### src/rtl/mpwm_pkg.sv
package mpwm_pkg;

   localparam int MIN_CH     = 2;
   localparam int MAX_CH     = 4;
   localparam int MIN_PERIOD = 2;

   // How one line is driven in the current cycle
   typedef enum logic [1:0] {
      DRV_FLOAT = 2'd0,
      DRV_LOW   = 2'd1,
      DRV_PWM   = 2'd2
   } drv_mode_e;

endpackage

### src/rtl/mpwm_phase_ctl.sv
module mpwm_phase_ctl
   import mpwm_pkg::*;
#(
   parameter int NUM_CH = 4,
   parameter int CNT_W  = 8,
   localparam int CW    = $clog2(NUM_CH + 1)
) (
   input  logic                           clk,
   input  logic                           rst_n,
   input  logic                           en_i,
   input  logic [CNT_W-1:0]               period_i,
   input  logic [NUM_CH-1:0]              tied_i,
   output logic                           run_o,
   output logic [CNT_W-1:0]               mcnt_o,
   output logic [CNT_W-1:0]               per_o,
   output logic [CW-1:0]                  nch_o,
   output logic [NUM_CH-1:0][CNT_W-1:0]   off_o
);

   localparam int PW = CNT_W + 2;

   logic              run_q;
   logic [CNT_W-1:0]  m_q;
   logic [CNT_W-1:0]  per_q;
   logic [CW-1:0]     n_q;
   logic [CW-1:0]     det;
   logic              wrap;

   // lowest tied flag at index 2 or above sets the count
   always_comb begin
      det = CW'(NUM_CH);
      for (int i = NUM_CH - 1; i >= MIN_CH; i--) begin
         if (tied_i[i]) det = CW'(i);
      end
   end

   assign wrap = (m_q == per_q - CNT_W'(1));

   always_ff @(posedge clk) begin
      if (!rst_n) begin
         run_q <= 1'b0;
         m_q   <= '0;
         per_q <= period_i;
         n_q   <= det;
      end else begin
         run_q <= en_i;
         if (!run_q || wrap) begin
            m_q   <= '0;
            per_q <= period_i;
         end else begin
            m_q <= m_q + CNT_W'(1);
         end
      end
   end

   // per-channel lag: floor(k*P/n)
   for (genvar k = 0; k < NUM_CH; k++) begin : g_off
      if (k == 0) begin : g_lead
         assign off_o[k] = '0;
      end else begin : g_lag
         logic [PW-1:0] prod;
         logic [PW-1:0] quo;
         assign prod = {2'b00, per_q} * PW'(k);
         always_comb begin
            case (n_q)
               CW'(2):  quo = prod >> 1;
               CW'(3):  quo = prod / PW'(3);
               default: quo = prod >> 2;
            endcase
         end
         assign off_o[k] = quo[CNT_W-1:0];
      end
   end

   assign run_o  = run_q;
   assign mcnt_o = m_q;
   assign per_o  = per_q;
   assign nch_o  = n_q;

   AST_CNT_RANGE: assert property (@(posedge clk) disable iff (!rst_n)
      run_q |-> (m_q < per_q)) else $error("master count out of range");

   AST_PERIOD_MIN: assert property (@(posedge clk) disable iff (!rst_n)
      (!run_q || wrap) |-> (period_i >= CNT_W'(MIN_PERIOD))) else $error("period too short");

   AST_NCH_HOLD: assert property (@(posedge clk) disable iff (!rst_n)
      rst_n |=> $stable(nch_o)) else $error("channel count moved");

endmodule

### src/rtl/mpwm_duty_sat.sv
module mpwm_duty_sat #(
   parameter int CNT_W  = 8,
   parameter int CORR_W = 6
) (
   input  logic [CNT_W-1:0]  cmd_i,
   input  logic [CORR_W-1:0] corr_i,
   input  logic [CNT_W-1:0]  per_i,
   output logic [CNT_W-1:0]  duty_o
);

   localparam int SW = CNT_W + 2;

   logic signed [SW-1:0] cmd_s;
   logic signed [SW-1:0] corr_s;
   logic signed [SW-1:0] per_s;
   logic signed [SW-1:0] sum;

   always_comb begin
      cmd_s  = $signed({2'b00, cmd_i});
      corr_s = $signed({{(SW - CORR_W){corr_i[CORR_W-1]}}, corr_i});
      per_s  = $signed({2'b00, per_i});
      sum    = cmd_s + corr_s;
      if (sum < 0) begin
         duty_o = '0;
      end else if (sum >= per_s) begin
         duty_o = per_i - CNT_W'(1);
      end else begin
         duty_o = sum[CNT_W-1:0];
      end
      if (per_i >= CNT_W'(2)) begin
         AST_SAT_RANGE: assert (duty_o < per_i) else $error("duty beyond period");
      end
   end

endmodule

### src/rtl/mpwm_chan.sv
module mpwm_chan
   import mpwm_pkg::*;
#(
   parameter int CNT_W = 8
) (
   input  logic             clk,
   input  logic             rst_n,
   input  logic             run_i,
   input  logic             active_i,
   input  logic             force_low_i,
   input  logic [CNT_W-1:0] mcnt_i,
   input  logic [CNT_W-1:0] per_i,
   input  logic [CNT_W-1:0] off_i,
   input  logic [CNT_W-1:0] duty_i,
   output logic             pwm_o,
   output logic             oe_o
);

   logic [CNT_W:0]   lc_ext;
   logic [CNT_W-1:0] lc;
   logic             last;
   logic [CNT_W-1:0] duty_q;
   drv_mode_e        mode;

   // local count = (master - lag) mod period
   always_comb begin
      if (mcnt_i >= off_i) begin
         lc_ext = {1'b0, mcnt_i} - {1'b0, off_i};
      end else begin
         lc_ext = {1'b0, mcnt_i} + {1'b0, per_i} - {1'b0, off_i};
      end
      lc   = lc_ext[CNT_W-1:0];
      last = (lc == per_i - CNT_W'(1));
   end

   always_ff @(posedge clk) begin
      if (!rst_n) begin
         duty_q <= '0;
      end else if (!run_i || last) begin
         duty_q <= duty_i;
      end
   end

   always_comb begin
      if (!rst_n || !run_i || !active_i) begin
         mode = DRV_FLOAT;
      end else if (force_low_i) begin
         mode = DRV_LOW;
      end else begin
         mode = DRV_PWM;
      end
   end

   always_comb begin
      case (mode)
         DRV_PWM: begin
            oe_o  = 1'b1;
            pwm_o = (lc < duty_q);
         end
         DRV_LOW: begin
            oe_o  = 1'b1;
            pwm_o = 1'b0;
         end
         default: begin
            oe_o  = 1'b0;
            pwm_o = 1'b0;
         end
      endcase
   end

   AST_LOCAL_RANGE: assert property (@(posedge clk) disable iff (!rst_n)
      (run_i && active_i) |-> (lc < per_i)) else $error("local count out of range");

   AST_DUTY_HOLD: assert property (@(posedge clk) disable iff (!rst_n)
      (run_i && !last) |=> $stable(duty_q)) else $error("duty changed mid-period");

   AST_ZERO_NO_PULSE: assert property (@(posedge clk) disable iff (!rst_n)
      (duty_q == '0) |-> !pwm_o) else $error("pulse with zero duty");

endmodule

### src/rtl/mphase_pwm.sv
module mphase_pwm
   import mpwm_pkg::*;
#(
   parameter int NUM_CH = 4,
   parameter int CNT_W  = 8,
   parameter int CORR_W = 6,
   localparam int CW    = $clog2(NUM_CH + 1)
) (
   input  logic                     clk,
   input  logic                     rst_n,
   input  logic                     en_i,
   input  logic                     force_low_i,
   input  logic [CNT_W-1:0]         period_i,
   input  logic [CNT_W-1:0]         duty_cmd_i,
   input  logic [NUM_CH*CORR_W-1:0] duty_corr_i,
   input  logic [NUM_CH-1:0]        tied_hi_i,
   output logic [NUM_CH-1:0]        pwm_o,
   output logic [NUM_CH-1:0]        pwm_oe_o,
   output logic                     cyc_start_o,
   output logic [CW-1:0]            nch_o
);

   if (NUM_CH < MIN_CH || NUM_CH > MAX_CH) begin : g_bad_ch
      $error("NUM_CH must lie in 2..4");
   end
   if (CNT_W < 3) begin : g_bad_cnt
      $error("CNT_W must be at least 3");
   end
   if (CORR_W < 2 || CORR_W > CNT_W) begin : g_bad_corr
      $error("CORR_W must lie in 2..CNT_W");
   end

   logic                          run;
   logic [CNT_W-1:0]              mcnt;
   logic [CNT_W-1:0]              per;
   logic [CW-1:0]                 nch;
   logic [NUM_CH-1:0][CNT_W-1:0]  off;

   mpwm_phase_ctl #(
      .NUM_CH (NUM_CH),
      .CNT_W  (CNT_W)
   ) u_phase (
      .clk      (clk),
      .rst_n    (rst_n),
      .en_i     (en_i),
      .period_i (period_i),
      .tied_i   (tied_hi_i),
      .run_o    (run),
      .mcnt_o   (mcnt),
      .per_o    (per),
      .nch_o    (nch),
      .off_o    (off)
   );

   for (genvar k = 0; k < NUM_CH; k++) begin : g_ch
      logic [CNT_W-1:0] duty;
      logic             active;

      assign active = (CW'(k) < nch);

      mpwm_duty_sat #(
         .CNT_W  (CNT_W),
         .CORR_W (CORR_W)
      ) u_sat (
         .cmd_i  (duty_cmd_i),
         .corr_i (duty_corr_i[k*CORR_W +: CORR_W]),
         .per_i  (per),
         .duty_o (duty)
      );

      mpwm_chan #(
         .CNT_W (CNT_W)
      ) u_chan (
         .clk         (clk),
         .rst_n       (rst_n),
         .run_i       (run),
         .active_i    (active),
         .force_low_i (force_low_i),
         .mcnt_i      (mcnt),
         .per_i       (per),
         .off_i       (off[k]),
         .duty_i      (duty),
         .pwm_o       (pwm_o[k]),
         .oe_o        (pwm_oe_o[k])
      );

      AST_UNUSED_IDLE: assert property (@(posedge clk) disable iff (!rst_n)
         (CW'(k) >= nch_o) |-> (!pwm_oe_o[k] && !pwm_o[k])) else $error("unused line driven");
   end

   assign cyc_start_o = rst_n & run & (mcnt == '0);
   assign nch_o       = nch;

   AST_OE_GATES_PWM: assert property (@(posedge clk) disable iff (!rst_n)
      ((pwm_o & ~pwm_oe_o) == '0)) else $error("line high while floating");

   AST_FORCE_LOW: assert property (@(posedge clk) disable iff (!rst_n)
      force_low_i |-> (pwm_o == '0)) else $error("pulse in forced-low mode");

   AST_START_RUN: assert property (@(posedge clk) disable iff (!rst_n)
      cyc_start_o |-> pwm_oe_o[0]) else $error("start strobe while idle");

   always @(posedge clk) begin
      if (!rst_n) begin
         AST_RESET_FLOAT: assert (pwm_oe_o == '0 && pwm_o == '0) else $error("driven in reset");
      end
   end

endmodule

### config.mk
export PLATFORM = sky130hd
export DESIGN_NAME = mphase_pwm
export DESIGN_NICKNAME = d
export VERILOG_FILES = /design/src/rtl/mpwm_pkg.sv /design/src/rtl/mpwm_phase_ctl.sv /design/src/rtl/mpwm_duty_sat.sv /design/src/rtl/mpwm_chan.sv /design/src/rtl/mphase_pwm.sv
export SDC_FILE = /design/constraint.sdc
export NUM_CORES = 1
export LEC_CHECK = 0
export ABC_AREA = 1
export BUFFER_PORTS_ARGS = -buffer_cell sky130_fd_sc_hd__buf_2
export CORE_ASPECT_RATIO = 1.1
export CORE_MARGIN = 4
export CORE_UTILIZATION = 55
export CTS_CLUSTER_DIAMETER = 150
export DETAILED_ROUTE_END_ITERATION = 8
export GPL_TIMING_DRIVEN = 1
export PLACE_DENSITY_LB_ADDON = 0.3
export SYNTH_ARGS = -nofsm -noshare
export SYNTH_HDL_FRONTEND = slang
export SYNTH_SLANG_ARGS = --single-unit
### constraint.sdc
create_clock -name clk -period 15.4 [get_ports clk]
set_clock_uncertainty 0.05 [all_clocks]
set_input_delay 0.77 -clock clk [delete_from_list [all_inputs] [get_ports clk]]
set_output_delay 0.77 -clock clk [all_outputs]
set_load 0.03 [all_outputs]
---- Yosys cells after proc, flatten, opt, wreduce, memory -nomap -nowiden ----
Cells that the tools add are included.
storage, ports and cells
  input bits .............................. 48
  bits in registers ....................... 52
  output and inout bits ................... 12
operators by class
  bitwise operators ....................... 3
  equality and inequality tests ........... 16
  $lt $le $gt $ge ......................... 20
  multipliers ............................. 1
  muxes and demuxes ....................... 31
  div/mod/pow operators ................... 3
  reduce and logical (&&, ||, !) cells .... 22
  add/subtract/negate cells ............... 13
operators with widths
  kind                                                               count
  2-to-1 mux 8 bit                                                   14
  case mux 8 bit (2 select lines)                                    3
  subtractor 8 bit                                                   6
  adder 9 x 6 -> 10 bit                                              4
  equality test 8 bit                                                5
  greater-or-equal comparator 10 x 9 -> 1 bit                        4
  less-than comparator 10 x 1 -> 1 bit, second input constant        4
  less-than comparator 8 bit                                         4
  greater-or-equal comparator 8 bit                                  3
  divider 10 x 2 -> 10 bit, second input constant                    1
  divider 8 x 2 -> 10 bit, second input constant                     1
  divider 9 x 2 -> 10 bit, second input constant                     1
  logical OR 1 bit                                                   10
  multiplier 8 x 2 -> 10 bit, second input constant                  1
  2-to-1 mux 2 bit                                                   5
  OR reduction 2 bit                                                 5
  adder 8 x 1 -> 8 bit, second input constant                        1
  adder 8 bit                                                        1
  equality test 2 x 1 -> 1 bit, second input constant                4
  equality test 2 bit, second input constant                         4
  greater-or-equal comparator 8 x 1 -> 1 bit, second input constant  1
  logical NOT 8 bit                                                  1
  2-to-1 mux 1 bit                                                   8
  subtractor 8 x 1 -> 8 bit, second input constant                   1
  8 further kinds                                                    17

---- Logic depth before layout (Yosys ltp) ----
Gate-level depths: netlist (run 1).
  word-level depth ........................ 7
  gate-level depth with buffers ........... 66

---- Hierarchy ----
Synthesis (run 1) repeated with hierarchy kept, for this count alone.
second synthesis, totals
  cells, all modules ...................... 2,796
  area total of the unflattened synthesis .. 16,684.8 sq um
modules (own cells, without submodules)
  module                          instances  cells an instance  area an instance (sq um)
  mpwm_phase_ctl                  1          735                4,316.6
  mpwm_duty_sat                   4          164                1,036.0
  mpwm_chan (g_ch[2].u_chan ...)  2          348                2,040.7
  mpwm_chan (g_ch[0].u_chan)      1          347                2,074.5
  mpwm_chan (g_ch[1].u_chan)      1          348                2,009.4
  mphase_pwm                      1          14                 58.8

---- Worst setup path before layout (run 1) ----
OpenSTA, ideal clock, no wires.
  path kind ............................... flip-flop to output port
  from .................................... register u_phase.per_q[1], in the netlist u_phase.per_o[1]
  to ...................................... output pwm_o[1]
  cell stages (with the launch flop) ...... 58
  arrival time ............................ 7,396 ps
  setup slack ............................. 7,184 ps
  cell sequence ........................... edfxtp_1 > inv_1 > ha_1 > inv_2 > nand2_2 > buf_6 > nand2_1 > nand3_1 > nand2_2 > nand2_4 > nand2_8 > nand2_8 > inv_6 > nand2_4 > nand3_1 > nand2_1 > nor2_8 > nand2_4 > [22 not listed] > a21oi_1 > ha_1 > fa_1 > o21ai_0 > a21oi_1 > o21bai_1 > inv_1 > nor2_1 > nor2_1 > clkbuf_1 > o21ai_0 > ha_1 > o21ai_0 > inv_1 > o211ai_1 > a21oi_1 > nor4_1 > buf_4
on the way
  word-level cells in the longest chain between the ends .. 6
  elaborated cells between the ends (all ways) .. 9
RTL lines
  what                                            RTL line              RTL
  from (decl)                                     mpwm_phase_ctl.sv:24  logic [CNT_W-1:0] per_q;
  from (signal assigned)                          mpwm_phase_ctl.sv:43  per_q <= period_i;
  from (signal assigned)                          mpwm_phase_ctl.sv:49  per_q <= period_i;
  divider 8 x 2 -> 10 bit                         mpwm_phase_ctl.sv:67  CW'(3): quo = prod / PW'(3);
  case mux 8 bit (2 select lines)                 mpwm_phase_ctl.sv:65  case (n_q)
  subtractor 8 bit, or another cell as far along  mpwm_chan.sv:30       lc_ext = {1'b0, mcnt_i} + {1'b0, per_i} - {1'b0, off_i};
  2-to-1 mux 8 bit *                              mpwm_chan.sv:27       if (mcnt_i >= off_i) begin
  less-than comparator 8 bit *                    mpwm_chan.sv:58       pwm_o = (lc < duty_q);
  2-to-1 mux 1 bit *                              mpwm_chan.sv:55       case (mode)
  to (decl)                                       mphase_pwm.sv:17      output logic [NUM_CH-1:0] pwm_o,
Every way passes the cells marked *; elsewhere a longest branch is shown, timed or not.

---- Final worst setup path (run 1) ----
  from .................................... register u_phase.per_q[4], in the netlist u_phase.per_o[4]
  to ...................................... output pwm_o[2]
on the way
  word-level cells in the longest chain between the ends .. 6
  elaborated cells between the ends (all ways) .. 9
RTL lines
  what                                            RTL line
  divider 9 x 2 -> 10 bit                         mpwm_phase_ctl.sv:67
  case mux 8 bit (2 select lines)                 mpwm_phase_ctl.sv:65
  subtractor 8 bit, or another cell as far along  mpwm_chan.sv:30
  2-to-1 mux 8 bit *                              mpwm_chan.sv:27
  less-than comparator 8 bit *                    mpwm_chan.sv:58
  2-to-1 mux 1 bit *                              mpwm_chan.sv:55
Marks and branches as above.

==> flow_summary.toml, run 1 <==
[die]
die-width_um = 144
core_area_um2 = 19900
die_h_um = 157
io_pins = 60
start_util_pct = 55.9
die-area_um2 = 22500
rows = 54

[drt]
drc = 0
wl_per_cell_um = 15.7
routed_wl_mm = 30.5
firstDrtPassIters = 5
drtAntennaViolNets = 0
vias_per_cell = 5.63
routed-via-count = 11000
drtIter0Drc = 578

[cts]
cts-hold-fix-buffers = 0
clk_latency_ps = 300
cts_tree = "yes"
clock-sinks = 52
clockBufferDepth = 2
cts_max_level = 2
cts_setup_buffers = 0
ctsResizeCount = 0
cts_root_buffer = "clkbuf_16"
cts-buffers-inserted = 5
path_clk_slew_ps = 70

[synthesis]
synth_area_leaders = "ha_1, nand2_1, inv_1, dfxtp_1, a21oi_1"
yosysSeqAreaShare_pct = 10.4
syn_nets = 1884
synth_top_area_cell = "ha_1"
synth-adder-area-share_pct = 21.4
netlist_instances = 1653
ys.flop_type = "dfxtp_1"
synth-xor-area-share_pct = 8.43
synthMuxAreaShare_pct = 0.721
synth_common_cells = "nand2_1, inv_1, ha_1, a21oi_1, nor2_1"
synth-compound-area-share_pct = 17.4
synth_cell_types = 63
ys_ff_latch = 52
syn_area_um2 = 11100
synth.top_cell.area_share_pct = 19.3
synth_top_family_by_area = "simple AND/OR/NAND/NOR gates"
synth_most_common_cell = "nand2_1"
async_flop_share_pct = 0
ys_warn_count = 0
avgSynthCellArea_um2 = 6.72
synth_edf_count = 11
synthSimpleGateAreaFrac_pct = 31.1

[timing]
rsz0062_at_grt = "false"
tightest_slew_ps = 980
slew_violations = 0
worst_slack_ps = 5190
fin_setup_tns_ps = 0
fmax_ghz = 0.0980
period_minus_slack_ps = 10210
post-route-period-util_pct = 66.3
hold_violations = 0
setup_viol = 0
slew_headroom_pct = 34.4
hold_ws_ps = 417

[grt]
grt_first_pass_wirelength_mm = 49.3
grt_use_total_pct = 26.9
grt_overflow_total = 0
grt_max_degree = 24
grt_pass1_vias = 10300
antenna_found_initial = 0

[layout]
regArea_um2 = 1150
diodes = 0
final_nets = 1926
drive_gt1_share_pct = 12.8
nFillCells = 1941
synthToLayoutAreaGrowth_pct = 5.88
multiInputGateArea_um2 = 8790

[place]
io_buffer_count = 57
post-place-ws_ps = 5640
gp_congestion = 0.944
dp_hpwl_mm = 25.1

[pwr]
power.density_nw_per_um2 = 103
p_leak_nw = 6.03
design_power_total_mw = 1.21
irDropWorstVdd_mv = 0.0713

[worst_setup_path]
arrival_ps = 9390
critical_path.max_fanout = 17
reg2reg_slack_ps = 5670
slowest_delay_ps = 890
cpMostUsedCell = "nand2_1"
crit_path_end_kind = "output port"
start_kind = "flop"
critPathSlowestCell = "edfxtp_1"
critical_path_class = "reg2out"
required_ps = 14580

[flow_run]
maxCapViolCount = 0

[hold_path]
min_path_type = "reg2reg"

[run_status]
status = "complete, no violations"
==> per-stage QoR <==
step	area, um2	instances	util (%)
2_1_floorplan	11100	1653	-
3_3_place_gp	11600	1940	58.4
3_5_place_dp	11600	1940	58.4
4_1_cts	11800	1948	59.2
5_1_grt	11800	1948	59.2
6_report	11800	1948	59.2
==> state kept, by name, indices dropped and copies added (netlist names) <==
name,flops
g_ch.u_chan.duty_q,32
u_phase.mcnt_o,8
u_phase.nch_o,3
u_phase.per_o,8
u_phase.run_o,1
==> power breakdown <==
part	switching (mW)	internal (mW)
logic	0.590	0.328
registers	0.0105	0.151
clock network	0.0564	0.0751
==> layer usage <==
| layer | GRT usage, % | share of wire, % | vias to the layer above | wire length [um] |
|---|---|---|---|---|
| met1 | 30.9 | 40 | 4955 | 12100 |
| met2 | 49.9 | 49 | 339 | 15000 |
| met5 | 0 | 0 | - | 0 |
| met4 | 13.0 | 5.6 | 0 | 1710 |
| met3 | 2.28 | 5.4 | 101 | 1650 |
| li1 | - | - | 5579 | - |
==> cells by family (layout without fill, tap and decap cells) <==
group,count (synthesis),after routing
AO/OA/AOI/OAI,336,336
adder cells (fa/ha/maj),183,183
flip-flops,52,52
AND/OR/NAND/NOR,675,675
XOR/XNOR,107,107
buffers and inverters,292,335
multiplexers,8,8
==> critical path: cells and delay by family (launching register included) <==
family | cells | cell delay, ps
AOI/OAI and AO/OA | 6 | 1300
adders and majority gates | 5 | 1450
buffers and inverters | 10 | 1360
DFF | 1 | 890
and+or+nand+nor | 32 | 4060
==> final timing paths <==
path	startpoint	end	cells past startpoint
max	u_phase.per_o[4]$_DFFE_PP_	pwm_o[2]	53
min	g_ch[1].u_chan.duty_q[2]$_SDFFE_PN0P_	g_ch[1].u_chan.duty_q[2]$_SDFFE_PN0P_	2
max reg2reg	u_phase.per_o[4]$_DFFE_PP_	g_ch[1].u_chan.duty_q[3]$_SDFFE_PN0P_	51
min reg2reg	g_ch[1].u_chan.duty_q[2]$_SDFFE_PN0P_	g_ch[1].u_chan.duty_q[2]$_SDFFE_PN0P_	2
==> cells in the final DEF (no fill, tap or decap), types with 12 or more instances in the layout <==
cell / netlist / final
nand2_1: 311 / 311
inv_1: 226 / 226
ha_1: 171 / 171
a21oi_1: 140 / 140
nor2_1: 115 / 115
o21ai_0: 105 / 105
nand3_1: 89 / 89
xor2_1: 72 / 72
buf_2: 3 / 57
dfxtp_1: 41 / 41
xnor2_1: 35 / 35
nand2_2: 30 / 30
inv_2: 27 / 27
o211ai_1: 25 / 25
nand4_1: 23 / 23
nand2_4: 21 / 21
nand3_2: 15 / 15
o21bai_1: 14 / 14
nor3_1: 12 / 12
fa_1: 12 / 12
==> final cells by class <==
cell class / count / share of cell area [%]
multi-input combinational: 1309 / 74.7
clock inverter: 1 / 0.0744
tap: 252 / 2.68
clock buffer: 7 / 1.39
inverter: 262 / 8.44
sequential: 52 / 9.78
timing repair buffer: 65 / 2.93
No activity file was read; power rests on OpenSTA's default activity.
==> run 2, diff against run 1 <==
- clock period: 15.4 -> 9 ns (I/O delays scaled with it)
==> flow_summary.toml, run 2 (same netlist as run 1, synthesis figures left out) <==
[run_status]
status = "complete, no violations"

[grt]
grt_use_total_pct = 26.9
grt_pass1_vias = 10300
antenna_found_initial = 0
grt_first_pass_wirelength_mm = 49.5
grt_overflow_total = 0
grt_max_degree = 24

[layout]
final_common_cell = "nand2_1"
final_nets = 1962
drive_gt1_share_pct = 16.4
synthToLayoutAreaGrowth_pct = 9.85
largest_reg_flops = 32
final_cell_mix = "nand2_1, inv_1, ha_1"
layout.cells.non_filler = 1984
diodes = 0
largest_register = "g_ch.u_chan.duty_q"

[die]
die_h_um = 157
core_area_um2 = 19900
rows = 54
io_pins = 60
start_util_pct = 55.9
die-area_um2 = 22500
die-width_um = 144

[drt]
drtAntennaViolNets = 0
routed_wl_mm = 30.9
wl_per_cell_um = 15.6
routed-via-count = 11100
drc = 0
vias_per_cell = 5.60
drtIter0Drc = 796
firstDrtPassIters = 5

[cts]
cts_root_buffer = "clkbuf_16"
cts-buffers-inserted = 5
clk_latency_ps = 300
path_clk_slew_ps = 70
cts_max_level = 2
clock-sinks = 52
clockBufferDepth = 2
cts_tree = "yes"

[place]
gp_congestion = 1.02
dp.cells = 1959
dp_hpwl_mm = 25.3
post-place-ws_ps = 295
io_buffer_count = 57

[worst_setup_path]
r2r-end = "g_ch[1].u_chan.duty_q[2]$_SDFFE_PN0P_"
critical_path.max_fanout = 11
critical_path_class = "reg2out"
critPathSlowestCell = "edfxtp_1"
required_ps = 8500
reg2reg_slack_ps = 970
r2r_cells = 54
crit_path_end_kind = "output port"
slowest_delay_ps = 410
start_kind = "flop"
arrival_ps = 7880
r2r-start = "u_phase.per_o[1]$_DFFE_PP_"

[timing]
worst_slack_ps = 617
setup_viol = 0
slew_violations = 0
tightest_slew_ps = 960
hold_violations = 0
fmax_ghz = 0.119
period_minus_slack_ps = 8380
post-route-period-util_pct = 93.1
slew_headroom_pct = 35.9
rsz0062_at_grt = "true"

[pwr]
p_leak_nw = 6.23
design_power_total_mw = 2.11
irDropWorstVdd_mv = 0.187
power.density_nw_per_um2 = 173

[hold_path]
holdCritStartpoint = "period_i[6]"
whs_endpoint = "u_phase.per_o[6]$_DFFE_PP_"
whs_path_depth = 1
min_path_type = "in2reg"

[flow_run]
maxCapViolCount = 0
==> run 2: through the flow <==
step | util [%] | area, um2 | setup TNS [ps] | hold slack [ps]
2_1_floorplan | - | 11100 | 0 | 383
3_3_place_gp | 59.1 | 11700 | 0 | 403
3_5_place_dp | 59.1 | 11700 | 0 | 405
4_1_cts | 59.9 | 11900 | 0 | 270
5_1_grt | 61.5 | 12200 | -84.5 | 264
6_report | 61.5 | 12200 | 0 | 270
==> run 2: power breakdown <==
part / total (mW) / internal (mW) / switching [mW]
sequential: 0.271 / 0.259 / 0.0121
clock: 0.219 / 0.132 / 0.0870
combinational: 1.62 / 0.593 / 1.03
total: 2.11 / 0.984 / 1.13
==> run 2: how the worst max path moves through the flow <==
stage	from	to	slack, ps	cells after the start
CTS	u_phase.per_o[2]$_DFFE_PP_	pwm_o[1]	6	50
detailed placement	u_phase.per_o[2]$_DFFE_PP_	pwm_o[1]	300	56
finish	u_phase.per_o[1]$_DFFE_PP_	pwm_o[1]	620	54
global placement	u_phase.per_o[2]$_DFFE_PP_	pwm_o[2]	410	55
floorplan	u_phase.per_o[1]$_DFFE_PP_	g_ch[1].u_chan.duty_q[2]$_SDFFE_PN0P_	1070	58
global route	u_phase.per_o[6]$_DFFE_PP_	pwm_o[2]	-50	57
==> run 2: cell type report <==
| type | count | area [um2] |
|---|---|---|
| fill | 1886 | 7660 |
| multi-input combinational | 1309 | 8960 |
| sequential | 52 | 1150 |
| clock inverter | 1 | 30.0 |
| clock buffer | 7 | 133 |
| inverter | 262 | 998 |
| timing repair buffer | 101 | 624 |
| tap | 252 | 315 |
==> run 2: worst max-delay path: cells and delay by family (launching register included) <==
family	cells	cell delay, ps
AO/OA/AOI/OAI	11	1300
adder cells (fa/ha/maj)	5	1340
buffers and inverters	8	930
flip-flops	1	410
AND/OR/NAND/NOR	30	3580
==> run 2: repair_timing <==
item,CTS,global route
pin swaps,0,13
hold buffers,0,0
buffers inserted,0,17
resized for setup,4,51
hold endpoints to repair,0,0
setup endpoints to repair,2,18
==> run 2: metal layers <==
metal | global-route usage [%] | wire [um] | up-vias
li1 | - | - | 5669
met1 | 32.2 | 12600 | 5016
met2 | 49.3 | 15200 | 337
met3 | 1.73 | 1560 | 88
met4 | 11.6 | 1490 | 0
met5 | 0 | 0 | -
